[config.mk]
export PLATFORM = sky130hd
export DESIGN_NAME = alu_cc_core
export DESIGN_NICKNAME = d
export VERILOG_FILES = /design/src/rtl/alu_cc_pkg.sv /design/src/rtl/alu_cc_shift.sv /design/src/rtl/alu_cc_exec.sv /design/src/rtl/alu_cc_flags.sv /design/src/rtl/alu_cc_cond.sv /design/src/rtl/alu_cc_core.sv
export SDC_FILE = /design/constraint.sdc
export NUM_CORES = 1
export LEC_CHECK = 0
export BUFFER_PORTS_ARGS = -buffer_cell sky130_fd_sc_hd__buf_2
export CAP_MARGIN = 20
export CORE_ASPECT_RATIO = 0.5
export CORE_MARGIN = 8
export CORE_UTILIZATION = 40
export DETAILED_ROUTE_END_ITERATION = 12
export SKIP_LAST_GASP = 1
export SLEW_MARGIN = 10
export SYNTH_ARGS = -nofsm -noshare
export SYNTH_HDL_FRONTEND = slang
export SYNTH_SLANG_ARGS = --single-unit
[constraint.sdc]
create_clock -name clk -period 7.25 [get_ports clk]
set_input_delay 0.3625 -clock clk [delete_from_list [all_inputs] [get_ports clk]]
set_output_delay 0.3625 -clock clk [all_outputs]
set_load 0.02 [all_outputs]
[src/rtl/alu_cc_pkg.sv]
`timescale 1ns/1ps
package alu_cc_pkg;
  localparam int OPW  = 4;
  localparam int RELW = 3;

  typedef enum logic [OPW-1:0] {
    OP_ADD = 4'd0,  OP_SUB = 4'd1,  OP_AND = 4'd2,  OP_OR  = 4'd3,
    OP_XOR = 4'd4,  OP_NOT = 4'd5,  OP_SHL = 4'd6,  OP_SHR = 4'd7,
    OP_SAL = 4'd8,  OP_SAR = 4'd9,  OP_ROL = 4'd10, OP_ROR = 4'd11,
    OP_CMP = 4'd12
  } alu_op_e;

  typedef enum logic [RELW-1:0] {
    REL_LT = 3'd0, REL_GT = 3'd1, REL_GE = 3'd2,
    REL_LE = 3'd3, REL_EQ = 3'd4, REL_NE = 3'd5
  } rel_e;
endpackage

[src/rtl/alu_cc_shift.sv]
`timescale 1ns/1ps
module alu_cc_shift #(
  parameter int W = 32,
  localparam int SHW = $clog2(W)
) (
  input  logic [W-1:0]   din,
  input  logic [SHW-1:0] amt,
  output logic [W-1:0]   shl_o,
  output logic [W-1:0]   shr_o,
  output logic [W-1:0]   sar_o,
  output logic [W-1:0]   rol_o,
  output logic [W-1:0]   ror_o
);
  // zero-filled shifts
  assign shl_o = din << amt;
  assign shr_o = din >> amt;

  // sign fill: logical shift plus a mask of the vacated high bits
  logic [W-1:0] hi_mask;
  assign hi_mask = ~({W{1'b1}} >> amt);
  assign sar_o   = (din >> amt) | (din[W-1] ? hi_mask : '0);

  // rotates as log2(W) conditional stages, one per amount bit
  logic [W-1:0] rl [SHW+1];
  logic [W-1:0] rr [SHW+1];
  assign rl[0] = din;
  assign rr[0] = din;

  for (genvar k = 0; k < SHW; k++) begin : g_rot
    localparam int D = 1 << k;
    assign rl[k+1] = amt[k] ? {rl[k][W-1-D:0], rl[k][W-1:W-D]} : rl[k];
    assign rr[k+1] = amt[k] ? {rr[k][D-1:0],   rr[k][W-1:D]}   : rr[k];
  end

  assign rol_o = rl[SHW];
  assign ror_o = rr[SHW];
endmodule

[src/rtl/alu_cc_exec.sv]
`timescale 1ns/1ps
module alu_cc_exec
  import alu_cc_pkg::*;
#(
  parameter int W = 32,
  localparam int SHW = $clog2(W)
) (
  input  logic [W-1:0] opa,
  input  logic [W-1:0] opb,
  input  alu_op_e      op,
  output logic [W-1:0] val,
  output logic         wr,
  output logic         upd
);
  // shared adder for add, subtract and compare
  logic         is_sub;
  logic [W-1:0] b_in;
  logic [W-1:0] addsum;
  assign is_sub = (op == OP_SUB) || (op == OP_CMP);
  assign b_in   = is_sub ? ~opb : opb;
  assign addsum = opa + b_in + {{(W-1){1'b0}}, is_sub};

  logic [W-1:0] shl_v, shr_v, sar_v, rol_v, ror_v;

  alu_cc_shift #(.W(W)) u_shift (
    .din   (opa),
    .amt   (opb[SHW-1:0]),
    .shl_o (shl_v),
    .shr_o (shr_v),
    .sar_o (sar_v),
    .rol_o (rol_v),
    .ror_o (ror_v)
  );

  always_comb begin
    val = '0;
    wr  = 1'b1;
    upd = 1'b1;
    unique case (op)
      OP_ADD, OP_SUB: val = addsum;
      OP_AND:         val = opa & opb;
      OP_OR:          val = opa | opb;
      OP_XOR:         val = opa ^ opb;
      OP_NOT:         val = ~opa;
      OP_SHL, OP_SAL: val = shl_v;
      OP_SHR:         val = shr_v;
      OP_SAR:         val = sar_v;
      OP_ROL:         val = rol_v;
      OP_ROR:         val = ror_v;
      OP_CMP: begin
        val = addsum;
        wr  = 1'b0;
      end
      default: begin
        wr  = 1'b0;
        upd = 1'b0;
      end
    endcase
  end
endmodule

[src/rtl/alu_cc_flags.sv]
`timescale 1ns/1ps
module alu_cc_flags #(
  parameter int W = 32
) (
  input  logic         clk,
  input  logic         rst,
  input  logic         upd,
  input  logic [W-1:0] val,
  output logic         s_q,
  output logic         z_q
);
  always_ff @(posedge clk) begin
    if (rst) begin
      s_q <= 1'b0;
      z_q <= 1'b0;
    end else if (upd) begin
      s_q <= val[W-1];
      z_q <= (val == '0);
    end
  end
endmodule

[src/rtl/alu_cc_cond.sv]
`timescale 1ns/1ps
module alu_cc_cond
  import alu_cc_pkg::*;
(
  input  logic            s,
  input  logic            z,
  input  logic [RELW-1:0] sel,
  output logic            hit
);
  localparam int NREL = 1 << RELW;
  logic [NREL-1:0] rel_vec;

  always_comb begin
    rel_vec         = '0;
    rel_vec[REL_LT] = s;
    rel_vec[REL_GT] = !s && !z;
    rel_vec[REL_GE] = !s;
    rel_vec[REL_LE] = s || z;
    rel_vec[REL_EQ] = z;
    rel_vec[REL_NE] = !z;
  end

  assign hit = rel_vec[sel];
endmodule

[src/rtl/alu_cc_core.sv]
`timescale 1ns/1ps
module alu_cc_core
  import alu_cc_pkg::*;
#(
  parameter int W = 32
) (
  input  logic            clk,
  input  logic            rst,
  input  logic            op_en,
  input  logic [OPW-1:0]  op_sel,
  input  logic [W-1:0]    opa,
  input  logic [W-1:0]    opb,
  input  logic [W-1:0]    imm,
  input  logic            use_imm,
  input  logic [RELW-1:0] cond_sel,
  output logic [W-1:0]    res,
  output logic            res_we,
  output logic            flag_s,
  output logic            flag_z,
  output logic            cond_true
);
  logic [W-1:0] b_sel;
  logic [W-1:0] ex_val;
  logic         ex_wr;
  logic         ex_upd;

  assign b_sel = use_imm ? imm : opb;

  alu_cc_exec #(.W(W)) u_exec (
    .opa (opa),
    .opb (b_sel),
    .op  (alu_op_e'(op_sel)),
    .val (ex_val),
    .wr  (ex_wr),
    .upd (ex_upd)
  );

  alu_cc_flags #(.W(W)) u_flags (
    .clk (clk),
    .rst (rst),
    .upd (op_en && ex_upd),
    .val (ex_val),
    .s_q (flag_s),
    .z_q (flag_z)
  );

  alu_cc_cond u_cond (
    .s   (flag_s),
    .z   (flag_z),
    .sel (cond_sel),
    .hit (cond_true)
  );

  always_ff @(posedge clk) begin
    if (rst) begin
      res    <= '0;
      res_we <= 1'b0;
    end else begin
      res_we <= op_en && ex_wr;
      if (op_en && ex_wr) res <= ex_val;
    end
  end
endmodule

# Word level (Yosys, flattened, before mapping)
# Index checks and enable logic that the tools add are counted.
dict set report op_classes {
  add_sub_neg 2
  bitwise_logic 7
  eq_ne 12
  order_cmp 1
  reduce_logical 13
  shift 3
  mux 18
}
# operator count
set ops {}
lappend ops {{two-way mux 32 bit} 13}
lappend ops {{case mux 32 bit (10 select lines)} 1}
lappend ops {{inverter 32 bit} 3}
lappend ops {{OR 32 bit} 2}
lappend ops {{adder 32 x 1 -> 32 bit} 1}
lappend ops {{adder 32 bit} 1}
lappend ops {{AND 32 bit} 1}
lappend ops {{zero test 32 bit} 1}
lappend ops {{<< shifter 32 x 5 -> 32 bit} 1}
lappend ops {{>> shifter 32 x 5 -> 32 bit} 1}
lappend ops {{>> shifter 32 x 5 -> 32 bit (first input constant)} 1}
lappend ops {{bitwise XOR 32 bit} 1}
lappend ops {{== test 4 bit (second input constant)} 5}
lappend ops {{== test 4 x 3 -> 1 bit (second input constant)} 4}
lappend ops {{OR reduction 13 bit} 1}
lappend ops {{OR reduction 12 bit} 1}
lappend ops {{== test 4 x 2 -> 1 bit (second input constant)} 2}
lappend ops {{== test 4 x 1 -> 1 bit (second input constant)} 1}
lappend ops {{zero test 4 bit} 1}
lappend ops {{< comparator 3 x 4 -> 1 bit (second input constant)} 1}
lappend ops {{binary-select mux 1 bit (select 3 bit)} 1}
lappend ops {{logical AND 1 bit} 3}
lappend ops {{two-way mux 1 bit} 3}
lappend ops {{OR reduction 3 bit} 1}
lappend ops {{3 further kinds} 5}
dict set report totals {
  inputBits 107
  register_bits 35
  wordCells 60
  out_inout_bits 36
}

# Logic depth before layout (Yosys ltp)
# Gate-level depths: netlist (run 1).
dict set report logic_depth {
  word_depth 8
  depth_mapped 21
  depth_no_buf 17
}

# Modules after synthesis
# Synthesis (run 1) repeated with hierarchy kept, for this count alone.
dict set report hier_totals {
  cells_unflattened 1815
  area_unflattened_um2 13431.6
}
# mod cells_each seq_area_each_um2 instances area_each_um2
set by_module_without_submodules {}
lappend by_module_without_submodules {alu_cc_shift 824 0.0 1 6032.0}
lappend by_module_without_submodules {alu_cc_exec 778 0.0 1 5172.5}
lappend by_module_without_submodules {alu_cc_core 186 660.6 1 2023.2}
lappend by_module_without_submodules {alu_cc_flags 18 40.0 1 138.9}
lappend by_module_without_submodules {alu_cc_cond 9 0.0 1 65.1}

# Least setup slack after synthesis (run 1)
# OpenSTA, ideal clock, no wires.
dict set report synth_path {
  kind {in2reg}
  from {input port use_imm}
  to {register u_flags.z_q}
  cell_stages 18
  arrival_time_ns 4.805
  setup_time_ns 0.088
  n_path_buf 4
  setup_slack_ns 2.357
  required_time_ns 7.162
  cell_sequence {buf_4 -> clkbuf_1 -> clkbuf_1 -> buf_1 -> mux2i_1 -> xnor2_1 -> ha_1 -> a21oi_1 -> o21ai_0 -> a221oi_1 -> nand3_1 -> a32o_1 -> a41o_1 -> o211a_1 -> nor3_1 -> and4_1 -> nand4_1 -> o32ai_2}
}
dict set report synth_between {
  elab_chain_cells 8
  elab_cells_between_ends 26
  cone_classes {add/sub: 2; shift: 3; mux: 14; bitwise: 6; reduce/logical: 1}
}
# element line_no
set synth_rtl {}
lappend synth_rtl {{start, declared} alu_cc_core.sv:14} ;# input logic use_imm,
lappend synth_rtl {{two-way mux 32 bit *} alu_cc_core.sv:27} ;# assign b_sel = use_imm ? imm : opb;
lappend synth_rtl {{branches (longest 5 deep; another with adder 32 bit)} -}
lappend synth_rtl {{case mux 32 bit (10 select lines) *} alu_cc_exec.sv:39} ;# unique case (op)
lappend synth_rtl {{zero test 32 bit *} alu_cc_flags.sv:18} ;# z_q <= (val == '0);
lappend synth_rtl {{end signal, assigned} alu_cc_flags.sv:18}
lappend synth_rtl {{end, declared} alu_cc_flags.sv:10} ;# output logic z_q
# Every way passes the cells marked *.
# A chain may end at the register's enable or synchronous reset.

# Final worst setup path (run 1)
dict set report layout_path {
  from {input port op_sel[3]}
  to {register u_flags.z_q}
}
dict set report layout_between {
  elab_chain_cells 7
  elab_cells_between_ends 24
  cone_classes {add/sub: 2; eq/ne: 12; mux: 3; reduce/logical: 7}
}
# element line_no
set layout_rtl {}
lappend layout_rtl {{start, declared} alu_cc_core.sv:10} ;# input logic [OPW-1:0] op_sel,
lappend layout_rtl {{== test 4 x 1 -> 1 bit or == test 4 bit (tied branches)} {alu_cc_exec.sv:19, alu_cc_exec.sv:39}}
lappend layout_rtl {{logical OR 1 bit} alu_cc_exec.sv:19} ;# assign is_sub = (op == OP_SUB) || (op == OP_CMP);
lappend layout_rtl {{two-way mux 32 bit} alu_cc_exec.sv:20} ;# assign b_in = is_sub ? ~opb : opb;
lappend layout_rtl {{adder 32 bit} alu_cc_exec.sv:21} ;# assign addsum = opa + b_in + {{(W-1){1'b0}}, is_sub};
lappend layout_rtl {{adder 32 x 1 -> 32 bit} alu_cc_exec.sv:21}
lappend layout_rtl {{case mux 32 bit (10 select lines)} alu_cc_exec.sv:39}
lappend layout_rtl {{zero test 32 bit} alu_cc_flags.sv:18}
# Several ways; a longest one is shown, not always the timed one.

==> impl_metrics.ini, run 1 <==
[layout]
area.sequential_sq_um = 700.7
num_antenna_cells = 0
multi_input_area_sq_um = 9779
drive_gt1_share_pct = 18.15
final_core_util_pct = 45.16
nFillCells = 2882
final_area_sq_um = 12460
syn_to_final_growth_pct = 11.41
layout_common_cells = nor2_1 (148), buf_2 (142), nand2_1 (134), mux2i_1 (130), ha_1 (101)
final_cells = 1941
nets = 1767
layout_commonest_cell = nor2_1

[die]
rows = 43
dieArea_sq_um = 33900
start_util_pct = 40.54
die_x_um = 252.5
core_region_area_sq_um = 27600
io_pins = 143
die_y_um = 134.3

[worst_setup_path]
r2r_slack_ns = 6.51
cp.arrival_ns = 5.69
rr_worst_depth = 2
timing.rr.start = u_flags.s_q$_SDFFE_PP0P_
critical_path_class = input pin to flip-flop
crit_path_end_kind = flip-flop
r2r_end = u_flags.s_q$_SDFFE_PP0P_
critPathLaunchType = input pin
crit_required_ns = 7.45
cp_max_fo = 29

[grt]
grt_overflow = 0
grt_first_pass_wirelength_um = 94390
antenna_found_initial = 5
grt.total_usage_pct = 37.56
grt_pass1_vias = 13180
grt_max_degree = 49

[placement]
gp_congestion = 1.127
place_ws_ns = 1.788
place_area_sq_um = 12280
dp_cells = 1931
dpl.hpwl_um = 53070
io_buffers = 142

[timing]
fin_ws_ns = 1.760
slew_viol_final = 0
finalSetupViolCount = 0
tns_ns = 0
holdWs_ns = 0.4601
fin_crit_sh_pct = 75.73
hold_viol_final = 0
finClkSkew_ns = 0
rsz0062_at_grt = false
period_minus_slack_ns = 5.490
max_slew_margin_pct = 15.44
fmax_mhz = 182.1
worst_pin_slew_ns = 1.255

[logic_synthesis]
syn_nets = 1685
synthCells = 1476
synth-seq-cells = 35
avgSynthCellArea_sq_um = 7.580
synthDistinctLibCells = 82
ys_seq_area_share_pct = 6.263
synth_edf_count = 0
ys_warn_count = 0
synthesis.area_sq_um = 11190
synth-async-reset-ratio_pct = 0
ys.flop_type = dfxtp_1

[clocking]
cts_tree = done
cts_resized = 0
clk_pin_slew_ns = 0.06
cts_sinks = 35
postCtsSetupBuffers = 0
clkLatencyLatePin_ns = 0.27
htree_levels = 2
cts_buffers = 5
cts_hold_buf = 0
cts.path.max_buffers = 2
cts-root-buf = clkbuf_16

[routing]
num_vias = 14070
postRouteAntennaNets = 0
wl_per_cell_um = 34.43
dr.pass1.iters = 6
drt_iter0_drc = 2239
drc_errors = 0
wl_um = 66840
viasPerCell = 7.250

[power_and_ir_drop]
total_power_mw = 1.835
ir_drop_v = 0.0001554
p_leak_nw = 5.307
power_density_nw_per_um2 = 147.2

[outcome]
status = completed

[hold_path]
hold_end = res[20]$_SDFFE_PP0P_
hold_depth = 2
hp-class = flip-flop to flip-flop
holdCritStartpoint = res[20]$_SDFFE_PP0P_

[flow_run]
cap_violations = 0
==> cell type report <==
class	instances	share of cell area [%]
clock inverters	3	0.3513
flip-flops and latches	35	5.621
multi-input cells	1251	78.46
well taps	382	3.835
repair buffers	186	8.352
clock buffers	5	1.004
inverters	79	2.379
==> worst max-delay path by stage <==
stage | startpoint | cells past startpoint | end | slack (ns)
after floorplan | use_imm | 18 | u_flags.z_q$_SDFFE_PP0P_ | 2.36
after global placement | op_sel[3] | 18 | u_flags.z_q$_SDFFE_PP0P_ | 1.84
after detailed placement | op_sel[3] | 18 | u_flags.z_q$_SDFFE_PP0P_ | 1.79
after CTS | op_sel[3] | 18 | u_flags.z_q$_SDFFE_PP0P_ | 2.08
after global routing | op_sel[3] | 18 | u_flags.z_q$_SDFFE_PP0P_ | 1.59
final | op_sel[3] | 18 | u_flags.z_q$_SDFFE_PP0P_ | 1.76
==> cell families after synthesis <==
logic type	synth area share, %
buf+inv	6.542
fa+ha+maj	11.47
xor+xnor	3.914
flops	6.263
mux	25.45
simple gates	17.89
compound gates	28.46
==> critical path: stages <==
cell      delay (ns)
buf_2           0.49
and3b_1         0.31
nor2_1          0.09
nor2_4          0.31
buf_4           0.44
xnor2_1         0.13
ha_1            0.37
a21oi_1         0.23
o21bai_1        0.09
a21oi_1         0.23
mux2i_1         0.14
a221oi_1        0.77
nand3_1         0.16
nor4b_1         0.68
nand2_1         0.13
nor4_1          0.33
nand4_1         0.16
o32ai_2         0.21
==> sequential cells by signal (all words and copies together) (netlist names) <==
name         cells
u_flags.s_q      1
res             32
res_we           1
u_flags.z_q      1
==> layer usage <==
metal / GRT usage [%] / up-vias / part of all wire, %
met5: 3.303 / - / 0.35
met4: 9.088 / 12 / 3.1
met3: 22.21 / 208 / 18
met2: 52.62 / 1151 / 39
met1: 48.04 / 6839 / 39
li1: - / 5862 / -
==> power breakdown <==
part | total [mW] | switching (mW) | internal, mW
sequential | 0.219 | 0.00917 | 0.210
clock | 0.241 | 0.0788 | 0.162
combinational | 1.37 | 0.941 | 0.434
total | 1.83 | 1.03 | 0.806
==> Yosys cell counts (10+ instances only) <==
cell       instances  area share, %
o221ai_1          10           0.78
nand2b_1          15           0.84
mux4_2            65             13
buf_1             20           0.67
o31ai_1           11           0.74
nor3_1            43            1.9
buf_2             12           0.54
nand2_1          134            4.5
dfxtp_1           35            6.3
a31oi_1           13           0.73
a221oi_1          20            1.6
o211ai_1          24            1.6
nand3_1           29            1.3
xnor2_1           45            3.5
a211oi_1          41            2.8
o21ai_0           73            3.3
clkbuf_1          78            2.6
inv_1             75            2.5
o2111ai_1         11           0.86
o22ai_1           48            2.7
a22oi_1           20            1.3
ha_1             101             11
nand4_1           18            1.0
mux2i_1          130             12
a21o_1            14           0.94
a21oi_1           79            3.5
nor2_1           150            5.0
No activity file was read; power rests on OpenSTA's default activity.
==> inputs of run 2 (changes only) <==
==> constraint.sdc (replaced) <==
create_clock -name clk -period 5.1 [get_ports clk]
set_input_delay 0.255 -clock clk [delete_from_list [all_inputs] [get_ports clk]]
set_output_delay 0.255 -clock clk [all_outputs]
set_load 0.02 [all_outputs]
==> impl_metrics.ini, run 2 (synthesis results as in run 1) <==
[outcome]
status = completed

[timing]
rsz0062_at_grt = false
holdWs_ns = 0.3983
finClkSkew_ns = 0
fin_crit_sh_pct = 97.67
max_slew_margin_pct = 6.208
fmax_mhz = 200.8
slew_viol_final = 0
period_minus_slack_ns = 4.981
hold_viol_final = 0
finalSetupViolCount = 0
worst_pin_slew_ns = 1.392
tns_ns = 0

[worst_setup_path]
critPathTopFamily = compound AO/OA/AOI/OAI gates
critical_path_class = input pin to flip-flop
critPathLaunchType = input pin
cp_max_fo = 32
cpPeakStageDelay_ns = 1.06
cp.arrival_ns = 5.17
cp_cell_sequence = buf_2, nor3b_1, nor2_1, nor2_4, buf_12, xnor2_1, inv_1, fa_1, nor2b_1, o2111a_1, nor2_1, o21ai_0, a31oi_1, xnor2_1, a211oi_1, nand4_1, nor4_1, nand4_1, o32ai_2
crit_path_end_kind = flip-flop
crit_required_ns = 5.29
cp_slowest_cell = a211oi_1
cp_num_buf_inv = 3

[clocking]
cts_resized = 0
cts-root-buf = clkbuf_16
cts_hold_buf = 0
cts_tree = done
postCtsSetupBuffers = 0
cts_buffers = 5
clk_pin_slew_ns = 0.06
clkLatencyLatePin_ns = 0.27
htree_levels = 2
cts_sinks = 35
cts.path.max_buffers = 2

[die]
core_region_area_sq_um = 27600
start_util_pct = 40.54
rows = 43
die_x_um = 252.5
io_pins = 143
dieArea_sq_um = 33900
die_y_um = 134.3

[power_and_ir_drop]
p_leak_nw = 5.651
power_density_nw_per_um2 = 207.9
ir_drop_v = 0.0001177

[layout]
final_area_sq_um = 13040
nFillCells = 2815
top_register = res
drive_gt1_share_pct = 21.77
layout_commonest_cell = nor2_1
layout_common_cells = nor2_1 (148), buf_2 (142), nand2_1 (134), mux2i_1 (130), buf_4 (111)
syn_to_final_growth_pct = 16.52
largest_reg_flops = 32
nets = 1839

[grt]
grt_max_degree = 69
grt_overflow = 0
grt.total_usage_pct = 40.14
grt_first_pass_wirelength_um = 100600
grt_pass1_vias = 13740
antenna_found_initial = 3

[routing]
drt_iter0_drc = 2528
postRouteAntennaNets = 0
viasPerCell = 7.332
drc_errors = 0
num_vias = 14770
wl_um = 71300
wl_per_cell_um = 35.40
dr.pass1.iters = 10

[hold_path]
hp-class = input pin to flip-flop

[flow_run]
cap_violations = 0

[placement]
place_area_sq_um = 12890
gp_congestion = 1.137
dpl.hpwl_um = 56960
io_buffers = 142
-- run 2: routing by layer --
| metal | GRT usage, % | up-vias | part of all wire, % |
|---|---|---|---|
| li1 | - | 6003 | - |
| met1 | 51.18 | 7198 | 39 |
| met2 | 55.23 | 1315 | 38 |
| met3 | 24.79 | 242 | 19 |
| met4 | 11.10 | 8 | 3.9 |
| met5 | 1.201 | - | 0.13 |
-- run 2: metrics by stage --
stage,worst slack [ns],utilization (%),power (mW),cells
floorplan,0.3146,-,1.436,1476
global placement,0.2786,46.62,2.261,2002
detailed placement,0.2124,46.71,2.281,2005
CTS,0.4879,47.22,2.571,2013
global route,0.1281,47.22,2.767,2013
finish,0.1188,47.23,2.710,2014
-- run 2: cell type report --
class	instances	area (sq um)	share of cell area, %
Multi-Input combinational cell	1251	9782	75.04
Timing Repair Buffer	258	1635	12.54
Sequential cell	35	700.7	5.375
Tap cell	382	478.0	3.666
Inverter	79	296.5	2.275
Clock buffer	6	128.9	0.9886
Clock inverter	2	12.51	0.09598
Antenna cell	1	2.502	0.01920
-- run 2: worst paths after layout --
path / slack [ns] / cells past startpoint / endpoint / startpoint
worst max register to register: 4.32 / 2 / res[28]$_SDFFE_PP0P_ / res[28]$_SDFFE_PP0P_
worst max-delay path: 0.12 / 19 / u_flags.z_q$_SDFFE_PP0P_ / op_sel[2]
worst min register to register: 0.46 / 2 / res[20]$_SDFFE_PP0P_ / res[20]$_SDFFE_PP0P_
worst min-delay path: 0.40 / 3 / u_flags.z_q$_SDFFE_PP0P_ / op_en
-- run 2: worst min-delay path, delay by kind of cell --
family / cells / cell delay [ns]
AOI/OAI and AO/OA: 2 / 0.24
buffers and inverters: 1 / 0.13
-- run 2: report_power, final --
part | leakage (nW) | switching, mW | internal, mW
registers | 0.289 | 0.0132 | 0.299
logic | 5.29 | 1.41 | 0.702
clock network | 0.0669 | 0.105 | 0.180
